File: config.mk
export PLATFORM = sky130hd
export DESIGN_NAME = tpi_link_pcu
export DESIGN_NICKNAME = d
export VERILOG_FILES = /design/src/rtl/tpi_pkg.sv /design/src/rtl/tpi_role_file.sv /design/src/rtl/tpi_phase_seq.sv /design/src/rtl/tpi_tx_ser.sv /design/src/rtl/tpi_rx_des.sv /design/src/rtl/tpi_link_pcu.sv
export SDC_FILE = /design/constraint.sdc
export NUM_CORES = 1
export LEC_CHECK = 0
export ABC_AREA = 0
export BUFFER_PORTS_ARGS = -buffer_cell sky130_fd_sc_hd__buf_2
export CORE_MARGIN = 10
export CORE_UTILIZATION = 38
export DETAILED_ROUTE_END_ITERATION = 10
export PLACE_DENSITY_LB_ADDON = 0.08
export SLEW_MARGIN = 20
export SYNTH_ARGS = -nofsm -noshare
export SYNTH_HDL_FRONTEND = slang
export SYNTH_HIERARCHICAL = 1
export SYNTH_SLANG_ARGS = --single-unit
File: constraint.sdc
create_clock -name clk -period 2.67 [get_ports clk]
set_clock_uncertainty 0.05 [all_clocks]
set_input_delay 0.267 -clock clk [delete_from_list [all_inputs] [get_ports clk]]
set_output_delay 0.267 -clock clk [all_outputs]
set_load 0.005 [all_outputs]
File: src/rtl/tpi_pkg.sv
package tpi_pkg;

  typedef enum logic [1:0] {
    ROLE_RXC = 2'd0,
    ROLE_TX  = 2'd1,
    ROLE_RXD = 2'd2
  } role_e;

  typedef enum logic [1:0] {
    SEQ_IDLE = 2'd0,
    SEQ_BITS = 2'd1,
    SEQ_GAP  = 2'd2
  } seq_e;

  // Role of a die in one phase: sender is chip p, target is chip p+1.
  function automatic role_e role_of(input int unsigned chip, input int unsigned phase);
    if (chip == phase)          return ROLE_TX;
    else if (chip == phase + 1) return ROLE_RXD;
    else                        return ROLE_RXC;
  endfunction

endpackage

File: src/rtl/tpi_role_file.sv
module tpi_role_file
  import tpi_pkg::*;
#(
  parameter int CHIP_W = 2,
  parameter int NPHASE = 3,
  parameter int PH_W   = 2
) (
  input  logic              clk,
  input  logic              rst,
  input  logic              load,
  input  logic [CHIP_W-1:0] chip_id,
  input  logic [PH_W-1:0]   rd_phase,
  input  logic [PH_W-1:0]   start_phase,
  output role_e             cur_role,
  output role_e             start_role
);

  role_e roles [NPHASE];

  // One entry per phase, refreshed on every system tick
  for (genvar p = 0; p < NPHASE; p++) begin : g_entry
    always_ff @(posedge clk) begin
      if (rst)       roles[p] <= ROLE_RXC;
      else if (load) roles[p] <= role_of(32'(chip_id), p);
    end
  end

  always_comb begin
    cur_role = ROLE_RXC;
    if (32'(rd_phase) < NPHASE) cur_role = roles[rd_phase];
  end

  // At a tick the table is being rewritten, so phase 0 comes straight from chip_id
  always_comb begin
    if (load) begin
      start_role = role_of(32'(chip_id), 0);
    end else begin
      start_role = ROLE_RXC;
      if (32'(start_phase) < NPHASE) start_role = roles[start_phase];
    end
  end

endmodule

File: src/rtl/tpi_phase_seq.sv
module tpi_phase_seq
  import tpi_pkg::*;
#(
  parameter int WORD_W   = 26,
  parameter int GAP_CLKS = 4,
  parameter int NPHASE   = 3,
  parameter int PH_W     = 2
) (
  input  logic            clk,
  input  logic            rst,
  input  logic            sys_tick,
  input  logic            bit_tick,
  output seq_e            state_o,
  output logic [PH_W-1:0] phase_o,
  output logic            last_bit,
  output logic            seg_start,
  output logic [PH_W-1:0] start_phase
);

  localparam int CNT_MAX = (WORD_W > GAP_CLKS) ? WORD_W : GAP_CLKS;
  localparam int CNT_W   = $clog2(CNT_MAX + 1);
  localparam logic [CNT_W-1:0] BIT_LAST = CNT_W'(WORD_W - 1);
  localparam logic [CNT_W-1:0] GAP_LAST = CNT_W'(GAP_CLKS - 1);
  localparam logic [PH_W-1:0]  LAST_PH  = PH_W'(NPHASE - 1);

  seq_e             state_q;
  logic [PH_W-1:0]  phase_q;
  logic [CNT_W-1:0] cnt_q;
  logic             gap_done;

  assign gap_done    = (state_q == SEQ_GAP) && (cnt_q == GAP_LAST);
  assign last_bit    = (state_q == SEQ_BITS) && bit_tick && (cnt_q == BIT_LAST);
  assign seg_start   = sys_tick || (gap_done && (phase_q != LAST_PH));
  assign start_phase = sys_tick ? '0 : PH_W'(phase_q + 1'b1);
  assign state_o     = state_q;
  assign phase_o     = phase_q;

  always_ff @(posedge clk) begin
    if (rst) begin
      state_q <= SEQ_IDLE;
      phase_q <= '0;
      cnt_q   <= '0;
    end else if (sys_tick) begin           // restart from any state
      state_q <= SEQ_BITS;
      phase_q <= '0;
      cnt_q   <= '0;
    end else begin
      case (state_q)
        SEQ_BITS: begin                     // count on bit_tick only
          if (bit_tick) begin
            if (cnt_q == BIT_LAST) begin
              state_q <= SEQ_GAP;
              cnt_q   <= '0;
            end else begin
              cnt_q <= cnt_q + 1'b1;
            end
          end
        end
        SEQ_GAP: begin                      // fixed gap of local clocks
          if (gap_done) begin
            cnt_q <= '0;
            if (phase_q == LAST_PH) begin
              state_q <= SEQ_IDLE;
            end else begin
              state_q <= SEQ_BITS;
              phase_q <= PH_W'(phase_q + 1'b1);
            end
          end else begin
            cnt_q <= cnt_q + 1'b1;
          end
        end
        default: begin
          state_q <= SEQ_IDLE;
        end
      endcase
    end
  end

endmodule

File: src/rtl/tpi_tx_ser.sv
module tpi_tx_ser #(
  parameter int WORD_W = 26
) (
  input  logic              clk,
  input  logic              rst,
  input  logic              tx_valid,
  output logic              tx_ready,
  input  logic [WORD_W-1:0] tx_word,
  input  logic              launch,
  input  logic              in_bits,
  input  logic              last_bit,
  input  logic              abort,
  output logic              tx_strobe,
  output logic              tx_data
);

  logic              full_q;
  logic              sending_q;
  logic [WORD_W-1:0] hold_q;
  logic [WORD_W-1:0] shreg_q;
  logic              accept;
  logic              take;

  assign tx_ready = !full_q;
  assign accept   = tx_valid && !full_q;
  assign take     = launch && full_q;        // nothing to send when empty

  always_ff @(posedge clk) begin
    if (rst) begin
      full_q    <= 1'b0;
      sending_q <= 1'b0;
      hold_q    <= '0;
      shreg_q   <= '0;
    end else if (take) begin
      shreg_q   <= hold_q;
      sending_q <= 1'b1;
      full_q    <= 1'b0;
    end else begin
      if (accept) begin
        hold_q <= tx_word;
        full_q <= 1'b1;
      end
      if (sending_q && (last_bit || abort)) begin
        sending_q <= 1'b0;
      end else if (sending_q && in_bits) begin
        shreg_q <= {shreg_q[WORD_W-2:0], 1'b0};   // MSB first
      end
    end
  end

  assign tx_strobe = sending_q && in_bits;
  assign tx_data   = tx_strobe && shreg_q[WORD_W-1];

endmodule

File: src/rtl/tpi_rx_des.sv
module tpi_rx_des #(
  parameter int WORD_W = 26
) (
  input  logic              clk,
  input  logic              rst,
  input  logic              capture,
  input  logic              rx_data,
  input  logic              finish,
  output logic              rx_valid,
  output logic [WORD_W-1:0] rx_word
);

  logic [WORD_W-1:0] shreg_q;

  always_ff @(posedge clk) begin
    if (rst) begin
      shreg_q  <= '0;
      rx_word  <= '0;
      rx_valid <= 1'b0;
    end else begin
      rx_valid <= finish;                                   // one-cycle flag
      if (capture) shreg_q <= {shreg_q[WORD_W-2:0], rx_data};
      if (finish)  rx_word <= {shreg_q[WORD_W-2:0], rx_data};
    end
  end

endmodule

File: src/rtl/tpi_link_pcu.sv
module tpi_link_pcu
  import tpi_pkg::*;
#(
  parameter int WORD_W   = 26,
  parameter int GAP_CLKS = 4,
  parameter int CHIP_W   = 2
) (
  input  logic              clk,
  input  logic              rst,
  input  logic              sys_tick,
  input  logic [CHIP_W-1:0] chip_id,
  input  logic              tx_valid,
  output logic              tx_ready,
  input  logic [WORD_W-1:0] tx_word,
  output logic              tx_strobe,
  output logic              tx_data,
  input  logic              rx_strobe,
  input  logic              rx_data,
  output logic              rx_valid,
  output logic [WORD_W-1:0] rx_word,
  output logic              tx_en,
  output logic              rxd_en,
  output logic              rxc_en
);

  localparam int NPHASE = (1 << CHIP_W) - 1;
  localparam int PH_W   = (NPHASE > 1) ? $clog2(NPHASE) : 1;

  seq_e            seq_state;
  logic [PH_W-1:0] phase;
  logic [PH_W-1:0] start_phase;
  logic            last_bit;
  logic            seg_start;
  logic            in_bits;
  logic            bit_tick;
  role_e           cur_role;
  role_e           start_role;

  assign in_bits  = (seq_state == SEQ_BITS);
  // Sender paces on its own clock, receivers on the received strobe
  assign bit_tick = in_bits && ((cur_role == ROLE_TX) || rx_strobe);

  tpi_role_file #(
    .CHIP_W (CHIP_W),
    .NPHASE (NPHASE),
    .PH_W   (PH_W)
  ) u_roles (
    .clk         (clk),
    .rst         (rst),
    .load        (sys_tick),
    .chip_id     (chip_id),
    .rd_phase    (phase),
    .start_phase (start_phase),
    .cur_role    (cur_role),
    .start_role  (start_role)
  );

  tpi_phase_seq #(
    .WORD_W   (WORD_W),
    .GAP_CLKS (GAP_CLKS),
    .NPHASE   (NPHASE),
    .PH_W     (PH_W)
  ) u_seq (
    .clk         (clk),
    .rst         (rst),
    .sys_tick    (sys_tick),
    .bit_tick    (bit_tick),
    .state_o     (seq_state),
    .phase_o     (phase),
    .last_bit    (last_bit),
    .seg_start   (seg_start),
    .start_phase (start_phase)
  );

  tpi_tx_ser #(
    .WORD_W (WORD_W)
  ) u_tx (
    .clk       (clk),
    .rst       (rst),
    .tx_valid  (tx_valid),
    .tx_ready  (tx_ready),
    .tx_word   (tx_word),
    .launch    (seg_start && (start_role == ROLE_TX)),
    .in_bits   (in_bits),
    .last_bit  (last_bit),
    .abort     (sys_tick),
    .tx_strobe (tx_strobe),
    .tx_data   (tx_data)
  );

  tpi_rx_des #(
    .WORD_W (WORD_W)
  ) u_rx (
    .clk      (clk),
    .rst      (rst),
    .capture  (in_bits && (cur_role != ROLE_TX) && rx_strobe),
    .rx_data  (rx_data),
    .finish   (last_bit && (cur_role == ROLE_RXD)),
    .rx_valid (rx_valid),
    .rx_word  (rx_word)
  );

  // activation per role, only inside a bit segment
  assign tx_en  = in_bits && (cur_role == ROLE_TX);
  assign rxd_en = in_bits && (cur_role == ROLE_RXD);
  assign rxc_en = in_bits && (cur_role == ROLE_RXC);

endmodule

==> impl_metrics.env <==
export IMPL_power_frac_clock_pct=54.3
export IMPL_layout_worst_path_cycle_share_pct=92.8
export IMPL_arrival_ns=2.71
export IMPL_postSynth_asyncResetShare_pct=0
export IMPL_vdd_ir_drop_max_mv=0.398
export IMPL_timing_hold_worst_path_depth=3
export IMPL_fin_setup_tns_ns=0
export IMPL_routed_wirelength_um=10900
export IMPL_grt_first_pass_wirelength_um=17800
export IMPL_port_buffers=66
export IMPL_crit_chain="mux2i_1 -> o21ai_1 -> nand2b_4 -> a21oi_2 -> nor2b_1 -> nand4_1 -> nor2_2 -> and3b_2 -> clkbuf_16 -> mux2i_1 -> nor2_1"
export IMPL_final_layout_size_suffix_gt1_share_pct=24.7
export IMPL_postLayoutCoreUtil_pct=47.6
export IMPL_syn_area_per_cell_um2=9.41
export IMPL_layout_cells_most_common="sky130_fd_sc_hd__dfxtp_1"
export IMPL_power_static_leakage_nw=2.44
export IMPL_placeable_core_area_um2=13200
export IMPL_worst_hold_path_class="input port to flop"
export IMPL_number_of_global_route_vias_before_repair=3691
export IMPL_combinationalPowerShare_pct=4.8
export IMPL_floorplan_io_pins=67
export IMPL_drt_antenna_violating_nets=0
export IMPL_total_stage_count_of_the_critical_path=11
export IMPL_die_ht_um=136
export IMPL_clkSinkCount=120
export IMPL_cts_tree="built"
export IMPL_antenna_diode_count=0
export IMPL_gp_routability_congestion=0.748
export IMPL_synth_cells=545
export IMPL_maxCapViolations=0
export IMPL_yosys_cell_types_count=56
export IMPL_synth_top_area_cell="sky130_fd_sc_hd__dfxtp_1"
export IMPL_floorplan_initialDensity_pct=38.7
export IMPL_whs_ns=0.0450
export IMPL_max_slew_margin_pct=68.6
export IMPL_internal_power_mw=3.66
export IMPL_power_share_switching_pct=20.1
export IMPL_powerDensity_nw_per_um2=727
export IMPL_outcome="finished clean"
export IMPL_pin_count_of_the_biggest_net_entering_global_routing=76
export IMPL_drc=0
export IMPL_worst_endpoint_required_ns=2.90
export IMPL_number_of_h_tree_levels=4
export IMPL_crit_top_cell="sky130_fd_sc_hd__mux2i_1"
export IMPL_die_area_um2=18600
export IMPL_yosys_warnings=6
export IMPL_main_area_contributors_after_synthesis="sky130_fd_sc_hd__dfxtp_1 (45%), sky130_fd_sc_hd__mux2i_1 (10%), sky130_fd_sc_hd__nand2_1 (7.9%)"
export IMPL_final_max_slew_violation_count=0
export IMPL_clock_latency_ns=0.41
export IMPL_vias_per_cell=4.87
export IMPL_synth_enable_flop_cells=5
export IMPL_end_kind="flop"
export IMPL_gr_total_overflow=0
export IMPL_timing_worst_slew_pin_value_ns=0.462
export IMPL_worst_r2r_path_depth=11
export IMPL_switchingPower_mw=0.924
export IMPL_routed_via_count=3870
export IMPL_die_width_um=136
export IMPL_criticalPathCategory="flop to flop"
export IMPL_crit_path_start_kind="flop"
export IMPL_timing_final_hold_violations=0
export IMPL_grt_setup_unrepaired="no"
export IMPL_cp_buffers_inverters=1
export IMPL_share_seq_of_total_power_pct=40.8
export IMPL_most_common_layout_cells="sky130_fd_sc_hd__dfxtp_1 (114), sky130_fd_sc_hd__nand2_1 (107), sky130_fd_sc_hd__nor2_1 (85), sky130_fd_sc_hd__buf_2 (65), sky130_fd_sc_hd__mux2i_1 (52)"
export IMPL_crit_path_top_delay_cell="sky130_fd_sc_hd__dfxtp_4"
export IMPL_yosysSeqAreaShare_pct=47.8
export IMPL_post_synth_top_area_fraction_pct=44.9
export IMPL_nFillCells=1325
export IMPL_area_growth_pct=22.9
export IMPL_antenna_violations_before_repair=0
export IMPL_row_count=42
export IMPL_clk_transition_reported_paths_ns=0.05
export IMPL_place_detailed_hpwl_um=6910
export IMPL_numCtsBuffers=17
export IMPL_report_final_setup_viol=0
export IMPL_worstPathMaxFanout=7
export IMPL_grt_usage_pct=11.7
export IMPL_cp_top_delay_family="simple AND/OR/NAND/NOR gates"
export IMPL_synth_seq_cells=120
export IMPL_synth_flop_cell="sky130_fd_sc_hd__dfxtp_1"
export IMPL_final_period_minus_worst_setup_slack_ns=2.48
export IMPL_cts_path_max_buffers=2
export IMPL_critical_path_max_stage_delay_ns=0.38
export IMPL_routed_wire_length_per_instance_um=13.7
export IMPL_fmax_ghz=0.404
export IMPL_ctsRootBufferMaster="sky130_fd_sc_hd__clkbuf_16"
export IMPL_finish_net_count=646
export IMPL_syn_num_nets=584
export IMPL_area_of_the_mapped_netlist_um2=5130
export IMPL_drt_first_iter_violations=159
export IMPL_drt_first_pass_iters=4
==> layout make-up <==
class | count | area [um2] | area share, %
clock buffers | 23 | 478 | 7.58
clock inverters | 8 | 166 | 2.64
inverters | 8 | 30.0 | 0.476
multi-input cells | 378 | 2400 | 38.1
flip-flops and latches | 120 | 2460 | 39.0
well taps | 176 | 220 | 3.49
repair buffers | 82 | 554 | 8.79
==> power by group through the flow <==
stage / Clock [mW] / Sequential (mW) / Combinational (mW)
after floorplan: 0 / 1.90 / 0.157
after detailed placement: 0 / 1.91 / 0.222
final: 2.49 / 1.87 / 0.222
after global placement: 0 / 1.91 / 0.219
after global routing: 2.64 / 1.88 / 0.250
after CTS: 2.56 / 1.87 / 0.222
==> flip-flops by register name (all words and copies together) (netlist names) <==
register and cells:
u_rx/rx_word 26, u_tx/hold_q 26, u_tx/shreg_q 26, u_rx/shreg_q 25, u_roles/roles 5, u_seq/cnt_q 5
u_seq/phase_o 2, u_seq/state_o 2, u_rx/rx_valid 1, u_tx/full_q 1, u_tx/sending_q 1
==> path summary, 6_finish.rpt <==
check             slack (ns)                             to                     startpoint
setup / recovery        0.19  u_rx/rx_word[23]$_SDFFE_PP0P_  u_seq/phase_o[1]$_SDFFE_PP0P_
setup reg to reg        0.19  u_rx/rx_word[23]$_SDFFE_PP0P_  u_seq/phase_o[1]$_SDFFE_PP0P_
hold reg to reg         0.40   u_tx/hold_q[15]$_SDFFE_PP0P_   u_tx/hold_q[15]$_SDFFE_PP0P_
hold / removal          0.04   u_tx/hold_q[12]$_SDFFE_PP0P_                    tx_word[12]
==> cells by family after synthesis <==
logic type | Yosys count | share of synthesized area [%]
AOI/OAI and AO/OA | 74 | 12.2
xor gates and xnor gates | 1 | 0.171
adders and majority gates | 5 | 1.22
buffers and inverters | 47 | 6.07
DFF | 120 | 47.8
muxes | 56 | 11.0
and+or+nand+nor | 242 | 21.5
==> synthesized netlist by cell type (3+ instances only) <==
cell type / number
sky130_fd_sc_hd__a21oi_1: 39
sky130_fd_sc_hd__a311oi_1: 5
sky130_fd_sc_hd__a311oi_2: 20
sky130_fd_sc_hd__buf_2: 18
sky130_fd_sc_hd__buf_4: 3
sky130_fd_sc_hd__buf_6: 3
sky130_fd_sc_hd__buf_8: 4
sky130_fd_sc_hd__clkbuf_1: 6
sky130_fd_sc_hd__dfxtp_1: 115
sky130_fd_sc_hd__edfxtp_1: 5
sky130_fd_sc_hd__ha_1: 5
sky130_fd_sc_hd__inv_1: 7
sky130_fd_sc_hd__mux2i_1: 53
sky130_fd_sc_hd__nand2_1: 108
sky130_fd_sc_hd__nand2b_1: 5
sky130_fd_sc_hd__nand3_1: 5
sky130_fd_sc_hd__nor2_1: 87
sky130_fd_sc_hd__nor2b_1: 5
sky130_fd_sc_hd__nor3_1: 3
==> per-layer routing <==
metal	wire (um)	part of all wire, %	global-route usage [%]	vias to the layer above
li1	-	-	-	1990
met1	5140	47	14.8	1799
met2	4980	46	17.7	65
met3	581	5.4	4.02	16
met4	159	1.5	5.15	0
met5	0	0	0	-
==> what timing repair did <==
| item | CTS | global route |
|---|---|---|
| setup endpoints to repair | 0 | 53 |
| endpoints found under the hold margin | 0 | 0 |
| gates resized for setup | 0 | 9 |
| hold buffers | 0 | 0 |
| buffers inserted | 0 | 1 |
==> per-stage QoR <==
stage / instance area, um2 / std cells / total power [mW] / setup WS, ns
global placement: 5560 / 760 / 2.13 / 0.157
global route: 6300 / 795 / 4.76 / 0.00775
floorplan: 5130 / 545 / 2.06 / 0.240
finish: 6300 / 795 / 4.59 / 0.193
CTS: 6200 / 791 / 4.66 / 0.0169
detailed placement: 5560 / 760 / 2.13 / 0.0187
==> tightest hold or removal path, delay by kind of cell <==
kind | cells | cell delay, ns
buffers and inverters | 1 | 0.09
AO/OA/AOI/OAI | 1 | 0.05
AND/OR/NAND/NOR | 1 | 0.04
(Power assumes the default switching activity.)
